==> src/rtl/dpm_arb_pkg.sv <==
package dpm_arb_pkg;
   typedef enum logic [1:0] {
      ARB_IDLE = 2'd0,
      ARB_SP   = 2'd1,
      ARB_HOST = 2'd2
   } arb_state_t;

   // Override mode decode: {ovr_en, dma_only}
   function automatic logic ovr_applies(input logic ovr_en, input logic dma_only,
                                        input logic is_dma);
      case ({ovr_en, dma_only})
         2'b00:   return 1'b1;
         2'b01:   return 1'b0;
         2'b10:   return 1'b1;
         default: return is_dma;
      endcase
   endfunction
endpackage

==> src/rtl/dpm_sp_match.sv <==
module dpm_sp_match #(
   parameter int NUM_BLK = 3,
   parameter int BLK_W   = 2
) (
   input  logic [BLK_W-1:0]   cfg_block,
   input  logic               cfg_page_en,
   input  logic               cfg_page_sel,
   input  logic [NUM_BLK-1:0] sp_sel_n,
   input  logic               sp_page,
   output logic [NUM_BLK-1:0] blk_hit,
   output logic               sp_hit
);
   logic page_ok;

   // one comparator per block line; codes >= NUM_BLK match nothing
   for (genvar i = 0; i < NUM_BLK; i++) begin : g_blk
      assign blk_hit[i] = (cfg_block == BLK_W'(i)) && !sp_sel_n[i];
   end

   assign page_ok = !cfg_page_en || (sp_page == cfg_page_sel);
   assign sp_hit  = page_ok && (|blk_hit);
endmodule

==> src/rtl/dpm_ovr_policy.sv <==
module dpm_ovr_policy
   import dpm_arb_pkg::*;
(
   input  logic clk,
   input  logic rst_n,
   input  logic cfg_ovr_en,
   input  logic cfg_dma_only,
   input  logic cfg_dma_kill,
   input  logic host_req,
   input  logic host_dma,
   output logic ovr_cond,
   output logic dma_kill,
   output logic ovr_req
);
   assign ovr_cond = host_req && ovr_applies(cfg_ovr_en, cfg_dma_only, host_dma);
   assign dma_kill = host_req && host_dma && cfg_ovr_en && cfg_dma_kill;

   always_ff @(posedge clk or negedge rst_n) begin
      if (!rst_n) ovr_req <= 1'b0;
      else        ovr_req <= ovr_cond;
   end

   // request follows a host access of an override-eligible type
   p_ovr_follow_r4: assert property (@(posedge clk) disable iff (!rst_n)
      (host_req && cfg_ovr_en && !cfg_dma_only) |=> ovr_req)
      else $error("p_ovr_follow_r4");
endmodule

==> src/rtl/dpm_arb_fsm.sv <==
module dpm_arb_fsm
   import dpm_arb_pkg::*;
#(
   parameter int MIN_CYCLES = 4,
   localparam int CNT_W     = $clog2(MIN_CYCLES + 1)
) (
   input  logic       clk,
   input  logic       rst_n,
   input  logic       host_req,
   input  logic       ovr_cond,
   input  logic       dma_kill,
   input  logic       ovr_ack_n,
   input  logic       sp_hit,
   output arb_state_t state
);
   localparam logic [CNT_W-1:0] LAST = CNT_W'(MIN_CYCLES - 1);

   logic [CNT_W-1:0] cnt;
   logic             host_ok, sp_go;

   // host may take the array: forced DMA, granted override, or uncontested
   assign host_ok = host_req && (dma_kill || (ovr_cond ? !ovr_ack_n : !sp_hit));
   assign sp_go   = sp_hit && ovr_ack_n && !host_ok;

   always_ff @(posedge clk or negedge rst_n) begin
      if (!rst_n) begin
         state <= ARB_IDLE;
         cnt   <= '0;
      end else begin
         case (state)
            ARB_IDLE: begin
               cnt <= '0;
               if (host_ok)    state <= ARB_HOST;
               else if (sp_go) state <= ARB_SP;
            end
            ARB_SP: begin
               if (cnt == LAST) begin
                  if (!sp_hit) state <= ARB_IDLE;
               end else begin
                  cnt <= cnt + 1'b1;
               end
            end
            ARB_HOST: if (!host_req) state <= ARB_IDLE;
            default:  state <= ARB_IDLE;
         endcase
      end
   end

   // second port keeps the array through its minimum window
   p_min_hold_r9: assert property (@(posedge clk) disable iff (!rst_n)
      (state == ARB_SP && cnt != LAST) |=> state == ARB_SP)
      else $error("p_min_hold_r9");

   // host grant is not revoked mid-cycle
   p_host_hold_r10: assert property (@(posedge clk) disable iff (!rst_n)
      (state == ARB_HOST && host_req) |=> state == ARB_HOST)
      else $error("p_host_hold_r10");
endmodule

==> src/rtl/dpm_arbiter.sv <==
module dpm_arbiter
   import dpm_arb_pkg::*;
#(
   parameter int NUM_BLK    = 3,
   parameter int BLK_W      = 2,
   parameter int MIN_CYCLES = 4
) (
   input  logic               clk,
   input  logic               rst_n,
   input  logic [BLK_W-1:0]   cfg_block,
   input  logic               cfg_page_en,
   input  logic               cfg_page_sel,
   input  logic               cfg_ovr_en,
   input  logic               cfg_dma_only,
   input  logic               cfg_dma_kill,
   input  logic               host_req,
   input  logic               host_dma,
   output logic               host_rdy,
   output logic               host_grant,
   input  logic [NUM_BLK-1:0] sp_sel_n,
   input  logic               sp_page,
   input  logic [NUM_BLK-1:0] sp_rd_n,
   input  logic [NUM_BLK-1:0] sp_wr_n,
   input  logic               ovr_ack_n,
   output logic [NUM_BLK-1:0] sp_ack,
   output logic               ovr_req,
   output logic               sp_rd_oe,
   output logic               sp_we
);
   if (NUM_BLK < 1 || NUM_BLK > (1 << BLK_W)) begin : g_bad_blk
      $error("NUM_BLK must fit the block code width");
   end
   if (MIN_CYCLES < 1) begin : g_bad_min
      $error("MIN_CYCLES must be at least 1");
   end

   logic [NUM_BLK-1:0] blk_hit;
   logic               sp_hit, ovr_cond, dma_kill;
   arb_state_t         state;
   logic [NUM_BLK-1:0] rd_sel, wr_sel;

   dpm_sp_match #(.NUM_BLK(NUM_BLK), .BLK_W(BLK_W)) u_match (
      .cfg_block(cfg_block), .cfg_page_en(cfg_page_en), .cfg_page_sel(cfg_page_sel),
      .sp_sel_n(sp_sel_n), .sp_page(sp_page), .blk_hit(blk_hit), .sp_hit(sp_hit));

   dpm_ovr_policy u_policy (
      .clk(clk), .rst_n(rst_n), .cfg_ovr_en(cfg_ovr_en), .cfg_dma_only(cfg_dma_only),
      .cfg_dma_kill(cfg_dma_kill), .host_req(host_req), .host_dma(host_dma),
      .ovr_cond(ovr_cond), .dma_kill(dma_kill), .ovr_req(ovr_req));

   dpm_arb_fsm #(.MIN_CYCLES(MIN_CYCLES)) u_fsm (
      .clk(clk), .rst_n(rst_n), .host_req(host_req), .ovr_cond(ovr_cond),
      .dma_kill(dma_kill), .ovr_ack_n(ovr_ack_n), .sp_hit(sp_hit), .state(state));

   for (genvar i = 0; i < NUM_BLK; i++) begin : g_port
      assign sp_ack[i] = (state == ARB_SP) && (cfg_block == BLK_W'(i));
      assign rd_sel[i] = sp_ack[i] && !sp_rd_n[i];
      assign wr_sel[i] = sp_ack[i] && !sp_wr_n[i];
   end

   assign sp_rd_oe   = |rd_sel;
   assign sp_we      = |wr_sel;
   assign host_grant = (state == ARB_HOST);
   assign host_rdy   = !host_req || host_grant;

   // never more than one acknowledge
   p_ack_onehot_r1: assert property (@(posedge clk) disable iff (!rst_n)
      $onehot0(sp_ack))
      else $error("p_ack_onehot_r1");

   // acknowledge starts only from a matching select with no override granted
   p_ack_entry_r3: assert property (@(posedge clk) disable iff (!rst_n)
      $rose(|sp_ack) |-> $past(sp_hit && ovr_ack_n))
      else $error("p_ack_entry_r3");

   // overridden host cycle gets the array only after the grant
   p_host_wait_r5: assert property (@(posedge clk) disable iff (!rst_n)
      ($rose(host_grant) && $past(ovr_cond && !dma_kill)) |-> $past(!ovr_ack_n))
      else $error("p_host_wait_r5");

   // array write only inside an acknowledged second-port cycle
   p_we_gated_r7: assert property (@(posedge clk) disable iff (!rst_n)
      sp_we |-> (|sp_ack) && !host_grant)
      else $error("p_we_gated_r7");
endmodule

==> config.mk <==
export PLATFORM = sky130hd
export DESIGN_NAME = dpm_arbiter
export DESIGN_NICKNAME = d
export VERILOG_FILES = /design/src/rtl/dpm_arb_pkg.sv /design/src/rtl/dpm_sp_match.sv /design/src/rtl/dpm_ovr_policy.sv /design/src/rtl/dpm_arb_fsm.sv /design/src/rtl/dpm_arbiter.sv
export SDC_FILE = /design/constraint.sdc
export NUM_CORES = 1
export LEC_CHECK = 0
export ABC_AREA = 1
export BUFFER_PORTS_ARGS = -buffer_cell sky130_fd_sc_hd__buf_2
export CAP_MARGIN = 40
export CORE_MARGIN = 4
export CORE_UTILIZATION = 30
export DETAILED_ROUTE_END_ITERATION = 8
export SLEW_MARGIN = 10
export SYNTH_ARGS = -nofsm -noshare
export SYNTH_HDL_FRONTEND = slang
export SYNTH_SLANG_ARGS = --single-unit
==> constraint.sdc <==
create_clock -name clk -period 2.35 [get_ports clk]
set_input_delay 0.1175 -clock clk [delete_from_list [all_inputs] [get_ports clk]]
set_output_delay 0.1175 -clock clk [all_outputs]
set_load 0.005 [all_outputs]
==> qor.yml, run 1 <==
fmax_ghz: 0.6630
p_sw_share_pct: 39.86
setup_violations: 0
max_cap_viol_count: 0
vias_per_cell: 4.360
wl_per_cell_um: 9.032
worstSkewPairLatency_ns: 0.25
dp_hpwl_um: 1005
critPathKind: "flip-flop to output port"
gp_congestion: 0.7595
endpoint: "sp_we"
path_depth: 7
endpoint_kind: "output port"
synth_seq_cells: 6
post_cts_resized: 0
r2r_cells: 10
final_nets: 135
synth_top_cell_area_share_pct: 30.08
seq_area_frac_synth_pct: 30.08
final_common_cell: "buf_2"
whs_ns: 0.1624
crit_slowest_cell: "dfrtp_1"
layout_common_cells: "buf_2, nand2_1, inv_1"
die-height_um: 48.80
core_um2: 1541
cp_data_required_time_ns: 2.23
drtPass1Iterations: 3
period_needed_ns: 1.508
synth_warnings: 0
synth_area_leader_cell: "dfrtp_1"
p_seq_share_pct: 34.6
final_antenna_net_count: 0
h-tree-depth: 1
fin_cells: 125
p_int_mw: 0.2638
crit_path_start_kind: "flip-flop"
critPathMaxStageDelay_ns: 0.40
p_sw_mw: 0.1748
vias: 545
final_area_um2: 696.9
hold_class: "input port to flip-flop"
hold_viol_final: 0
path_cells: "inv_2 > nor2_4 > inv_2 > nor3_4 > inv_2 > o221ai_1 > buf_2"
synthCells: 76
r2r_setup_slack_ns: 0.99
yosysUniqueCellTypes: 17
synth_area_um2: 499.2
initial_core_util_pct: 32.39
startpoint: "u_fsm.state[0]"
p_leak_nw: 0.4333
drc: 0
die_area_um2: 2381
synth_area_per_cell_um2: 6.569
grt_usage_pct: 9.413
synthesis.nets: 100
grt_pass1_wl_um: 1814
crit_path_max_fanout: 5
r2r-start: "u_fsm.cnt[0]"
rsz0062_at_grt: "false"
synthTopCellsByArea: "dfrtp_1, nand2_1, inv_1"
grt_max_degree: 7
numClockSinks: 6
die_w_um: 48.80
area_growth_syn_to_layout_pct: 39.60
globalRouteOverflowTotal: 0
cts_buffer_depth: 2
dpl_cell_area_um2: 664.4
post-route-period-util_pct: 64.18
cts_tree: "yes"
layout-drive-gt1-share_pct: 36.70
skew_ns: 0.007015
cts_inserted_buffers: 3
clock_power_share_pct: 21.9
pin_count: 30
crit_arrival_ns: 1.39
grt_antenna_before_repair: 0
grt_pass1_vias: 456
combPwrFrac_pct: 43.5
path_clk_slew_ns: 0.04
slew_headroom_pct: 75.14
routed_wl_um: 1129
n_antenna_cell: 0
rows: 14
drv_slew: 0
cpMostUsedCell: "inv_2"
drt-initial-drc-count: 6
tightestPinTransition_ns: 0.3690
hold_depth: 4
status: "complete, no violations"
crit_buf_inv: 4
reg2reg_to: "u_fsm.state[0]"
dp.cells: 121
setup_tns_ns: 0
cts-root-buf: "clkbuf_4"
p_per_area_nw_per_um2: 629.4
path_delay_family: "flip-flops"
vdd_drop_max_v: 0.0003577
port_buffers: 29
tightest hold or removal path, stage by stage:
cell     delay [ns]
buf_2          0.07
nand2_1        0.05
nand2_1        0.08
inv_1          0.04
per-stage QoR:
stage          power (mW)  setup WS [ns]  util, %
6_report           0.4386         0.8418    45.21
2_1_floorplan      0.2791          1.099        -
4_1_cts            0.4468         0.8143    45.21
3_3_place_gp       0.3464          1.044    43.10
3_5_place_dp       0.3451          1.005    43.10
5_1_grt            0.4816         0.7022    45.21
power by group through the flow:
stage          Combinational, mW  Sequential [mW]  Clock, mW
2_1_floorplan              0.129            0.150          0
3_3_place_gp               0.194            0.152          0
3_5_place_dp               0.192            0.153          0
4_1_cts                    0.195            0.151      0.101
5_1_grt                    0.223            0.154      0.105
6_report                   0.191            0.152     0.0963
flip-flops by register name (all words and copies together), names as in the netlist:
name              flops
u_fsm.state           2
u_fsm.cnt             3
u_policy.ovr_req      1
worst min-delay path by stage:
stage	slack, ns	end	startpoint
2_1_floorplan	-0.18	u_fsm.cnt[0]	rst_n
6_report	0.16	u_policy.ovr_req	cfg_dma_only
3_3_place_gp	-0.05	u_fsm.cnt[2]	rst_n
5_1_grt	0.18	u_policy.ovr_req	host_req
4_1_cts	0.16	u_policy.ovr_req	cfg_dma_only
3_5_place_dp	-0.05	u_fsm.cnt[1]	rst_n
cells in the mapped netlist (all sizes together):
cell type  count
ha             2
o221ai         2
nand3          8
nor3           2
nand2         25
o21ai          4
o21a           1
nor2           6
dfrtp          6
inv           18
or2            1
nand3b         1
metal layers:
layer | vias up | share of wire [%] | GRT usage (%) | wire length (µm)
met5 | - | 0 | 0 | 0
met4 | 0 | 0 | 4.036 | 0
met3 | 0 | 5.8 | 3.670 | 66
met2 | 13 | 51 | 14.78 | 578
met1 | 227 | 43 | 11.30 | 484
li1 | 305 | - | - | -
area by class of cell:
type                    instances  area, µm²
well taps                      16      20.02
flip-flops and latches          6      150.1
fillers                       162      844.6
clock buffers                   3      22.52
inverters                      18      67.56
repair buffers                 30      155.1
multi-input cells              52      281.5
logic make-up after synthesis:
kind of cell | count (synthesis) | share of synthesized area (%)
and+or+nand+nor | 43 | 42.36
buffers and inverters | 18 | 13.53
AOI/OAI and AO/OA | 7 | 9.024
DFF | 6 | 30.07
adders and majority gates | 2 | 5.012
timing repair:
action / CTS / global route
hold buffers: 1 / 0
hold endpoints to repair: 6 / 0
buffers inserted: 0 / 0
(Power assumes the default switching activity.)
==> inputs of run 2 (changes only) <==
clock period = 1.39 ns   (was 2.35 ns; I/O delays follow)
==> qor.yml, run 2 (same netlist as run 1, synthesis figures left out) <==
final_nets: 138  # +2.2%
fin_cells: 128  # +2.4%
p_seq_share_pct: 30.7  # -3.9 points
n_antenna_cell: 0  # unchanged
die-height_um: 48.80  # unchanged
pre_cts_ws_ns: 0.04013  # -0.9644 ns
endpoint_kind: "output port"
post-route-period-util_pct: 98.71
regMostFlops: "u_fsm.cnt"
whs_ns: 0.1064  # -0.05593 ns
rsz0062_at_grt: "true"
pin_count: 30  # unchanged
drc: 0  # unchanged
path_clk_slew_ns: 0.04  # about the same
hold_viol_final: 0  # unchanged
die_area_um2: 2381  # unchanged
h-tree-depth: 1  # unchanged
p_leak_nw: 0.4489  # +3.6%
clock_power_share_pct: 20.2  # -1.7 points
p_int_mw: 0.4929  # +87%
final_antenna_net_count: 0  # unchanged
grt_usage_pct: 10.42  # +1.0 points
routed_wl_um: 1226  # +8.6%
crit_path_max_fanout: 3  # -2
fill_cells: 165  # +1.9%
vdd_drop_max_v: 0.0005576  # +56%
area_growth_syn_to_layout_pct: 46.37
max_cap_viol_count: 0  # unchanged
globalRouteOverflowTotal: 0  # unchanged
slew_headroom_pct: 75.33  # +0.19 points
die_w_um: 48.80  # unchanged
cts_inserted_buffers: 3  # unchanged
critPathKind: "flip-flop to output port"
dp_hpwl_um: 1023  # +1.8%
cts_buffer_depth: 2  # unchanged
worstSkewPairLatency_ns: 0.25  # about the same
combPwrFrac_pct: 49.0  # +5.5 points
rows: 14  # unchanged
grt_max_degree: 7  # unchanged
p_sw_mw: 0.3184  # +82%
crit_path_start_kind: "flip-flop"
layout_common_cells: "buf_2, nand2_1, inv_1"
p_sw_share_pct: 39.24  # -0.62 points
numClockSinks: 6  # unchanged
core_um2: 1541  # unchanged
setup_violations: 0  # unchanged
grt_antenna_before_repair: 0  # unchanged
grt_pass1_wl_um: 1980  # +9.2%
port_buffers: 29  # unchanged
layout-drive-gt1-share_pct: 41.07  # +4.4 points
tightestPinTransition_ns: 0.3662  # -0.002757 ns
period_needed_ns: 1.372
cts_tree: "yes"
drv_slew: 0  # unchanged
grt_pass1_vias: 501  # +9.9%
status: "complete, no violations"
vias_per_cell: 4.438  # +1.8%
wl_per_cell_um: 9.578  # +6.0%
vias: 568  # +4.2%
reg.largest.list: "u_fsm.cnt (3), u_fsm.state (2), u_policy.ovr_req (1)"
cts-root-buf: "clkbuf_4"
final_common_cell: "buf_2"
drt-initial-drc-count: 6  # unchanged
worst_slack_ns: 0.01799  # -0.8238 ns
crit_arrival_ns: 1.30  # -0.09 ns
largest_reg_flops: 3  # unchanged
cp_data_required_time_ns: 1.32  # -0.91 ns
skew_ns: 0.005142  # -0.001873 ns
setup_tns_ns: 0  # unchanged
drtPass1Iterations: 4  # +1
initial_core_util_pct: 32.39  # unchanged
gp_congestion: 0.7596  # about the same
dp.cells: 121  # unchanged
fmax_ghz: 0.7289
p_per_area_nw_per_um2: 1110  # +76%
hold_class: "input port to flip-flop"
-- run 2: area by class of cell --
type / instances / area (µm²) / area share (%)
clock buffer: 3 / 22.52 / 3.082
inverter: 18 / 67.56 / 9.247
multi-input combinational: 52 / 292.8 / 40.07
sequential: 6 / 150.1 / 20.55
tap: 16 / 20.02 / 2.740
timing repair buffer: 33 / 177.7 / 24.32
-- run 2: routing by layer --
metal / share of wire (%) / GRT usage, %
met5: 0 / 0
met4: 1.8 / 5.381
met3: 5.1 / 3.670
met2: 51 / 16.74
met1: 42 / 12.03
-- run 2: path summary, 6_finish.rpt --
kind                           startpoint                to  slack [ns]  cells past startpoint
min in group asynchronous           rst_n      u_fsm.cnt[1]        0.18                      2
setup reg to reg             u_fsm.cnt[1]    u_fsm.state[0]        0.10                     10
hold / removal                   host_req  u_policy.ovr_req        0.11                      3
max in group asynchronous           rst_n  u_policy.ovr_req        1.06                      2
setup / recovery           u_fsm.state[0]             sp_we        0.02                      7
hold reg to reg              u_fsm.cnt[2]      u_fsm.cnt[2]        0.48                      2
-- run 2: power by group through the flow --
| stage | clock [mW] | combinational, mW | sequential [mW] |
|---|---|---|---|
| finish | 0.164 | 0.398 | 0.249 |
| global route | 0.177 | 0.455 | 0.255 |
| CTS | 0.170 | 0.371 | 0.250 |
| detailed placement | 0 | 0.327 | 0.259 |
| global placement | 0 | 0.328 | 0.258 |
| floorplan | 0 | 0.218 | 0.253 |
-- run 2: repair_timing --
| item | CTS | global route |
|---|---|---|
| pin swaps | 1 | 1 |
| hold buffers | 1 | 0 |
| gates resized for setup | 0 | 4 |
| gates cloned | 0 | 0 |
| setup endpoints to repair | 2 | 6 |
| hold endpoints to repair | 6 | 0 |
| buffers inserted | 2 | 1 |
-- run 2: through the flow --
step / total power [mW] / cell area, µm² / utilization [%]
floorplan: 0.4718 / 499.2 / -
detailed placement: 0.5863 / 664.4 / 43.10
CTS: 0.7901 / 711.9 / 46.19
global route: 0.8869 / 730.7 / 47.40
finish: 0.8113 / 730.7 / 47.40
global placement: 0.5857 / 664.4 / 43.10
-- run 2: critical path: stages (launching register included) --
cell,delay [ns]
dfrtp_1,0.35
inv_2,0.06
nor2_4,0.12
inv_2,0.07
nor3_4,0.13
inv_2,0.05
o221ai_1,0.13
buf_2,0.14
==> inputs of run 3 (changes only) <==
CORE_AREA = 4 4 41 43   (was unset)
CORE_MARGIN = unset   (was 4)
CORE_UTILIZATION = unset   (was 30)
DIE_AREA = 0 0 45 47   (was unset)
PLACE_DENSITY = 0.71   (was unset)
==> qor.yml, run 3 (same netlist as run 1, synthesis figures left out) <==
status: "finished, violations left"
violations: "negative setup slack"
globalRouteOverflowTotal: 0  # unchanged
p_per_area_nw_per_um2: 1147  # +3.3%
final_nets: 141  # +2.2%
cts_inserted_buffers: 3  # unchanged
worstSkewPairLatency_ns: 0.25  # about the same
die_area_um2: 2115  # -11%
tightestPinTransition_ns: 0.3306  # -0.03561 ns
period_needed_ns: 1.442  # +0.07044 ns
final_common_cell: "buf_2"
n_antenna_cell: 0  # unchanged
path_clk_slew_ns: 0.05  # about the same
largest_reg_flops: 3  # unchanged
final-seq-area_um2: 150.1  # unchanged
drt-met1-wl_um: 513  # -0.19%
gp_congestion: 0.7765  # +2.2%
grt_usage_pct: 14.00  # +3.6 points
crit_arrival_ns: 1.37  # +0.07 ns
path_cells: "inv_2 > nor2_4 > inv_2 > nor3_4 > inv_2 > o221ai_2 > buf_2"
final_antenna_net_count: 0  # unchanged
grt_pass1_wl_um: 2132  # +7.7%
drc: 0  # unchanged
numClockSinks: 6  # unchanged
startpoint: "u_fsm.state[0]"
setup_violations: 2  # +2
multi_input_area_um2: 307.8  # +5.1%
highest_layer: "met4"
cts_buffer_depth: 2  # unchanged
drv_slew: 0  # unchanged
die_w_um: 45  # -7.8%
crit_path_start_kind: "flip-flop"
wl_per_cell_um: 10.95  # +14%
die-height_um: 47  # -3.7%
routed_wl_um: 1424  # +16%
core_um2: 1301  # -16%
initial_core_util_pct: 38.37  # +6.0 points
dpl_cell_area_um2: 663.1  # -0.19%
drt-initial-drc-count: 14  # +8
worstHoldStart: "host_req"
grt_max_degree: 7  # unchanged
pin_count: 30  # unchanged
dp_hpwl_um: 1032  # +0.81%
crit_slowest_cell: "dfrtp_1"
cts_tree: "yes"
rsz0062_at_grt: "true"
fin_cells: 130  # +1.6%
endpoint_kind: "output port"
slew_headroom_pct: 77.73  # +2.4 points
dp.cells: 120  # -0.83%
cts-root-buf: "clkbuf_4"
regMostFlops: "u_fsm.cnt"
whs_ns: 0.1071  # +0.0006470 ns
worst_slack_ns: -0.05245  # -0.07044 ns
skew_ns: 0.005187  # +0.00004527 ns
drtPass1Iterations: 4  # unchanged
cpMostUsedCell: "inv_2"
hold_viol_final: 0  # unchanged
grt_antenna_before_repair: 0  # unchanged
vdd_drop_max_v: 0.0008912  # +60%
critPathMaxStageDelay_ns: 0.37  # +0.02 ns
rows: 13  # -1
max_cap_viol_count: 0  # unchanged
layout_common_cells: "buf_2, nand2_1, inv_1"
crit_path_max_fanout: 3  # unchanged
grt_pass1_vias: 570  # +14%
critPathKind: "flip-flop to output port"
met2_length_um: 784  # +25%
fmax_ghz: 0.6933  # -4.9%
r2r-start: "u_fsm.state[0]"
vias: 627  # +10%
cp_data_required_time_ns: 1.32  # about the same
area_growth_syn_to_layout_pct: 53.63
hold_class: "input port to flip-flop"
p_leak_nw: 0.4671  # +4.0%
reg.largest.list: "u_fsm.cnt (3), u_fsm.state (2), u_policy.ovr_req (1)"
post-route-period-util_pct: 103.8  # +5.1 points
h-tree-depth: 1  # unchanged
vias_per_cell: 4.823  # +8.7%
pre_cts_ws_ns: 0.05039  # +0.01026 ns
layout-drive-gt1-share_pct: 46.09  # +5.0 points
final_area_um2: 767.0  # +5.0%
fill_cells: 132  # -20%
port_buffers: 29  # unchanged
wl_met3_um: 86  # +37%
==> run 3: area by class of cell <==
| cell class | instances | share of cell area (%) |
|---|---|---|
| multi-input combinational | 52 | 40.13 |
| inverter | 18 | 8.809 |
| clock buffer | 3 | 2.936 |
| tap | 15 | 2.447 |
| sequential | 6 | 19.58 |
| timing repair buffer | 36 | 26.10 |
==> run 3: worst paths after layout <==
check / end / slack (ns) / cells past startpoint
setup / recovery: sp_we / -0.05 / 7
hold / removal: u_fsm.state[1] / 0.11 / 3
setup reg to reg: u_fsm.state[0] / 0.07 / 12
hold reg to reg: u_fsm.cnt[2] / 0.50 / 2
max in group asynchronous: u_fsm.state[1] / 1.07 / 2
min in group asynchronous: u_fsm.cnt[2] / 0.17 / 2
==> run 3: metrics by stage <==
step                setup TNS [ns]  util, %  total power [mW]
floorplan                        0        -            0.4718
global placement                 0    50.96            0.5826
detailed placement               0    50.96            0.5890
CTS                      -0.009143    56.63            0.8174
global route               -0.2360    58.94            0.9557
finish                    -0.08820    58.94            0.8797
==> run 3: where the power goes <==
part | switching (mW) | total, mW | leakage, nW | internal [mW]
logic | 0.248 | 0.462 | 0.373 | 0.214
clock network | 0.0655 | 0.163 | 0.0138 | 0.0978
registers | 0.0378 | 0.254 | 0.0803 | 0.217
total | 0.351 | 0.880 | 0.467 | 0.529
==> run 3: routing by layer <==
| metal | GRT usage (%) | up-vias |
|---|---|---|
| met1 | 13.92 | 283 |
| met5 | 0 | - |
| met2 | 27.12 | 23 |
| met4 | 6.433 | 0 |
| met3 | 3.448 | 6 |
| li1 | - | 315 |
==> run 3: critical path: cells and delay by family, from the launching register on <==
family	cells	cell delay, ns
buffers and inverters	4	0.34
and+or+nand+nor	2	0.26
AOI/OAI and AO/OA	1	0.14
DFF	1	0.37
==> run 3: repair_timing <==
item,4_1_cts,5_1_grt
hold endpoints to repair,6,0
buffers inserted,3,3
hold buffers,1,0
pin swaps,1,1
gates resized for setup,3,5
setup endpoints to repair,3,3
